$ cat src/rtl/dbi_wr_master.sv
`timescale 1ns/1ps
module dbi_wr_master #(
  parameter int DW = 8,
  parameter int CW = 16,
  parameter int TW = 8,
  parameter int RW = 16
) (
  input  logic          clk,
  input  logic          rst_n,
  input  logic [1:0]    mode_i,
  input  logic [TW-1:0] t_act_i,
  input  logic [TW-1:0] t_rec_i,
  input  logic [RW-1:0] rst_len_i,
  input  logic          start_i,
  input  logic          has_cmd_i,
  input  logic [7:0]    cmd_i,
  input  logic [CW-1:0] count_i,
  input  logic          wd_valid_i,
  input  logic [DW-1:0] wd_i,
  output logic          wd_ready_o,
  input  logic          rst_req_i,
  output logic          busy_o,
  output logic          done_o,
  output logic          err_o,
  output logic          cs_n_o,
  output logic          dc_o,
  output logic          wr_o,
  output logic          rd_o,
  output logic          en_o,
  output logic          lcd_rst_n_o,
  output logic [DW-1:0] bus_o
);
  localparam int KW = (TW > RW) ? TW : RW;
  localparam logic [1:0] MODE_WR = 2'b01;
  localparam logic [1:0] MODE_EN = 2'b10;

  typedef enum logic [2:0] {S_IDLE, S_ACT, S_REC, S_WAIT, S_FIN, S_RST} state_t;

  state_t        state;
  logic [KW-1:0] cnt;
  logic [CW-1:0] left;
  logic [TW-1:0] act_m1, rec_m1;
  logic          en_style;

  wire [TW-1:0] act_in = (t_act_i == '0) ? '0 : t_act_i - 1'b1;
  wire [TW-1:0] rec_in = (t_rec_i == '0) ? '0 : t_rec_i - 1'b1;
  wire          mode_ok = (mode_i == MODE_WR) || (mode_i == MODE_EN);

  assign wd_ready_o = (state == S_WAIT);
  assign busy_o     = (state != S_IDLE);
  assign rd_o       = 1'b1;

  always_ff @(posedge clk or negedge rst_n) begin
    if (!rst_n) begin
      state       <= S_IDLE;
      cnt         <= '0;
      left        <= '0;
      act_m1      <= '0;
      rec_m1      <= '0;
      en_style    <= 1'b0;
      cs_n_o      <= 1'b1;
      dc_o        <= 1'b0;
      wr_o        <= 1'b1;
      en_o        <= 1'b0;
      lcd_rst_n_o <= 1'b1;
      bus_o       <= '0;
      done_o      <= 1'b0;
      err_o       <= 1'b0;
    end else begin
      done_o <= 1'b0;
      err_o  <= 1'b0;
      case (state)
        S_IDLE: begin
          if (rst_req_i) begin
            lcd_rst_n_o <= 1'b0;
            cnt         <= KW'((rst_len_i == '0) ? '0 : rst_len_i - 1'b1);
            state       <= S_RST;
          end else if (start_i && !mode_ok) begin
            err_o <= 1'b1;
          end else if (start_i) begin
            en_style <= (mode_i == MODE_EN);
            act_m1   <= act_in;
            rec_m1   <= rec_in;
            left     <= count_i;
            cs_n_o   <= 1'b0;
            wr_o     <= (mode_i == MODE_EN) ? 1'b0 : !has_cmd_i;
            en_o     <= (mode_i == MODE_EN) && has_cmd_i;
            if (has_cmd_i) begin
              dc_o  <= 1'b0;
              bus_o <= DW'(cmd_i);
              cnt   <= KW'(act_in);
              state <= S_ACT;
            end else if (count_i == '0) begin
              state <= S_FIN;
            end else begin
              dc_o  <= 1'b1;
              state <= S_WAIT;
            end
          end
        end
        S_ACT: begin
          if (cnt == '0) begin
            if (en_style) en_o <= 1'b0;
            else          wr_o <= 1'b1;
            cnt   <= KW'(rec_m1);
            state <= S_REC;
          end else begin
            cnt <= cnt - 1'b1;
          end
        end
        S_REC: begin
          if (cnt != '0) begin
            cnt <= cnt - 1'b1;
          end else if (left != '0) begin
            state <= S_WAIT;
          end else begin
            cs_n_o <= 1'b1;
            done_o <= 1'b1;
            dc_o   <= 1'b0;
            wr_o   <= 1'b1;
            bus_o  <= '0;
            state  <= S_IDLE;
          end
        end
        S_WAIT: begin
          if (wd_valid_i) begin
            bus_o <= wd_i;
            dc_o  <= 1'b1;
            if (en_style) en_o <= 1'b1;
            else          wr_o <= 1'b0;
            left  <= left - 1'b1;
            cnt   <= KW'(act_m1);
            state <= S_ACT;
          end
        end
        S_FIN: begin
          cs_n_o <= 1'b1;
          done_o <= 1'b1;
          dc_o   <= 1'b0;
          wr_o   <= 1'b1;
          bus_o  <= '0;
          state  <= S_IDLE;
        end
        S_RST: begin
          if (cnt == '0) begin
            lcd_rst_n_o <= 1'b1;
            state       <= S_IDLE;
          end else begin
            cnt <= cnt - 1'b1;
          end
        end
        default: state <= S_IDLE;
      endcase
    end
  end
endmodule


$ cat config.mk
export PLATFORM = sky130hd
export DESIGN_NAME = dbi_wr_master
export DESIGN_NICKNAME = d
export VERILOG_FILES = /design/src/rtl/dbi_wr_master.sv
export SDC_FILE = /design/constraint.sdc
export NUM_CORES = 1
export LEC_CHECK = 0
export BUFFER_PORTS_ARGS = -buffer_cell sky130_fd_sc_hd__buf_2
export CAP_MARGIN = 20
export CORE_AREA = 2 2 99 101
export DETAILED_ROUTE_END_ITERATION = 8
export DIE_AREA = 0 0 101 103
export GPL_TIMING_DRIVEN = 0
export PLACE_DENSITY = 0.72
export SLEW_MARGIN = 20
export SYNTH_ARGS = -nofsm -noshare
export SYNTH_HDL_FRONTEND = slang
export SYNTH_SLANG_ARGS = --single-unit
$ cat constraint.sdc
create_clock -name clk -period 4.2 [get_ports clk]
set_input_delay 0.63 -clock clk [delete_from_list [all_inputs] [get_ports clk]]
set_output_delay 0.63 -clock clk [all_outputs]
set_load 0.05 [all_outputs]
==> results.md <==
- Status: finished clean
- Clock buffer depth: 2
- CP Launch Type: flip-flop
- Mapped Cells: 588
- Clock Root Buffer: clkbuf_8
- Initial antenna violation count: 0
- Final WL: 12,900 um
- Unique masters post-synth: 65
- RD Place Congestion: 0.918
- I/O pins: 90
- VDD IR-drop max: 277 uV
- CP Cell Sequence: clkbuf_1, nand2b_1, or2_2, clkinv_1, buf_1, buf_2
- CORE AREA: 0.00946 mm^2
- Detail Placement HPWL: 9780 um
- Htree depth: 3
- Seq/Total Area, Yosys: 0.367
- Worst Tran Pin Value: 0.933 ns
- CP required: 3.57 ns
- Routed vias/inst: 5.92
- First-pass GRT wire length: 20,900 um
- Synth Cell Area: 0.00457 mm^2
- Synth Net Count: 667
- Initial core utilization: 0.483
- Data arrival, critical path: 2.52 ns
- # Post-CTS Setup Buffers: 0
- Final Core Density: 0.568
- DR iter-0 viols: 278
- Synth Area in XOR/XNOR: 0.0345
- Largest family of logic cells by synthesized area: compound AO/OA/AOI/OAI gates
- Layout Nets: 764
- Placed cell count: 788
- EDFF count, synth: 0
- Final setup violation count: 0
- WS Path Type: flip-flop to output pin
- YS warnings: 0
- CTS tree: done
- Die width: 101 um
- CTS buffer count: 9
- Sink Count: 67
- CTS resizes: 0
- Share of layout cells above drive strength 1: 0.177
- ANT nets after route: 0
- Antenna Cells: 0
- Site Rows: 36
- Clk pin slew, worst setup/hold paths: 0.07 ns
- Async SR Flop Fraction: 1.00
- Total Routing Usage GR: 0.254
- Fin Hold WS: 0.181 ns
- Slew Limit Fails: 0
- Syn Area/Cell: 7.78 um^2
- Hold buffers post-CTS: 0
- PwrDens: 672 mW/mm^2
- Synth Area in Compound Gates: 0.260
- Synth Area in Adders: 0.0192
- Via count: 4,763
- Slowest CP cell: buf_1
- Relative slew slack: 0.362
- FMAX: 317 MHz
- Clk_skew: 0.0142 ns
- Setup TNS: 0 ns
- Fill count: 918
- DR pass1 iterations: 5
- RSZ-0062 raised after global routing: false
- Critical path's largest stage delay: 0.45 ns
- HP Class: input port to asynchronous set/reset pin
- Tcrit/Tclk final: 0.751
- Mux share of post-synthesis cell area: 0.0148
- CP Max Fanout: 10
- Tmin final: 3.15 ns
- Static Leak: 2.26 nW
- Worst skew pair latency: 0.36 ns
- # DRC: 0
- PortBufs: 85
- Top delay family on crit path: buffers and inverters
- Post-synthesis simple-gate area fraction: 0.259
- Max-cap violations: 0
- Largest net degree at the start of global routing: 42
- CP Capture Type: output pin
- Average wire per standard cell: 16.0 um
- Vias in the first global route: 4,318
- Main flop type after synthesis: dfrtp_1
- Final Hold Viols: 0
- Area Overhead vs Synth: 17.6%
- #FFs+latches synth: 67
- Layout Cells excl Fill: 804
- Die Ht: 103 um
- Gr ovfl total: 0
- Die area: 0.0104 mm^2
- Worst path bufs/invs: 4
[kinds of logic after synthesis]
logic type,after synthesis
flops,67
compound gates,194
buf+inv,51
fa+ha+maj,7
mux,6
xor+xnor,18
simple gates,244
other cells,1
[final timing paths]
check / from / cells past startpoint / slack (ns) / endpoint
min reg2reg: act_m1[4] / 2 / 0.48 / act_m1[4]
max reg2reg: left[0] / 9 / 1.20 / dc_o
max in group asynchronous: rst_n / 2 / 3.47 / left[2]
min in group clk: act_m1[4] / 2 / 0.48 / act_m1[4]
min: rst_n / 1 / 0.18 / cnt[9]
max: state[2] / 6 / 1.05 / wd_ready_o
[power by group]
group	switching (W)	leakage [nW]	total (W)	internal, W
logic	0.00125	1.33	0.00189	0.000636
registers	0.000231	0.831	0.00117	0.000941
clock network	0.000274	0.0962	0.000552	0.000278
[area by class of cell]
type,instances,area [um^2],share of cell area
sequential,67,1680,0.313
tap,114,143,0.0265
clock buffer,9,124,0.0230
buffer,33,138,0.0256
clock inverter,7,76.3,0.0142
timing repair buffer,86,448,0.0833
inverter,18,67.6,0.0126
multi-input combinational,470,2700,0.502
[cell usage in the layout (no fill, tap or decap), drive strengths merged, types with 11 or more instances in the layout]
| cell type | synthesis | layout |
|---|---|---|
| clkbuf | 26 | 35 |
| nor3 | 32 | 32 |
| a21oi | 51 | 51 |
| nor2b | 11 | 11 |
| xor2 | 11 | 11 |
| inv | 17 | 19 |
| nor4 | 16 | 16 |
| o21ai | 81 | 81 |
| buf | 7 | 93 |
| nand2 | 59 | 59 |
| nor2 | 73 | 73 |
| dfrtp | 64 | 64 |
[sequential cells by signal, indices dropped and copies added (netlist names), 3 cells and up]
name,count
bus_o,8
act_m1,8
cnt,16
rec_m1,8
state,3
left,16
[per-stage QoR]
stage / setup WS [ns] / area, um^2 / total power (W)
floorplan: 1.50 / 4570 / 0.00253
global placement: 1.09 / 5140 / 0.00299
detailed placement: 1.17 / 5170 / 0.00304
CTS: 1.04 / 5370 / 0.00360
global route: 0.915 / 5380 / 0.00392
finish: 1.05 / 5380 / 0.00361
[worst reg2reg max path, cell delays in order, from the launching register on]
cell,delay [ns]
dfrtp_1,0.43
inv_1,0.07
ha_1,0.18
or3b_1,0.46
or4_4,0.54
buf_6,0.15
o41ai_4,0.40
or2_1,0.19
o211ai_1,0.14
mux2_4,0.32
[per-layer routing]
metal  vias up  wire, um  track usage  share of wire
li1       2337         -            -              -
met1      2252      5620        0.341           0.44
met2       155      6290        0.419           0.49
met3        19       750       0.0461          0.058
met4         0       194       0.0790          0.015
met5         -         0            0              0
[Yosys cell counts (3+ instances only)]
cell type,n,area [um^2]
o21ai_0,78,390
nor2_1,73,274
dfrtp_1,64,1600
nand2_1,59,221
a21oi_1,51,255
nor3_1,32,160
clkbuf_1,26,97.6
inv_1,17,63.8
nor4_1,16,100
nor2b_1,11,68.8
xor2_1,11,96.3
a22oi_1,10,75.1
nand3_1,8,40.0
or3_1,8,50.1
ha_1,7,87.6
xnor2_1,7,61.3
nor3b_1,6,45.0
a31oi_1,5,31.3
nand2b_1,5,31.3
nand4_1,5,31.3
nand3b_1,4,30.0
o22ai_1,4,25.0
o32ai_1,4,35.0
or4_1,4,30.0
a211oi_1,3,22.5
buf_1,3,11.3
dfstp_2,3,78.8
mux2i_1,3,30.0
o21a_1,3,22.5
o21ai_1,3,15.0
o22a_1,3,26.3
o31ai_1,3,22.5
o32a_1,3,30.0
or2_2,3,18.8
Note: power is estimated with default switching activity, not from simulation.
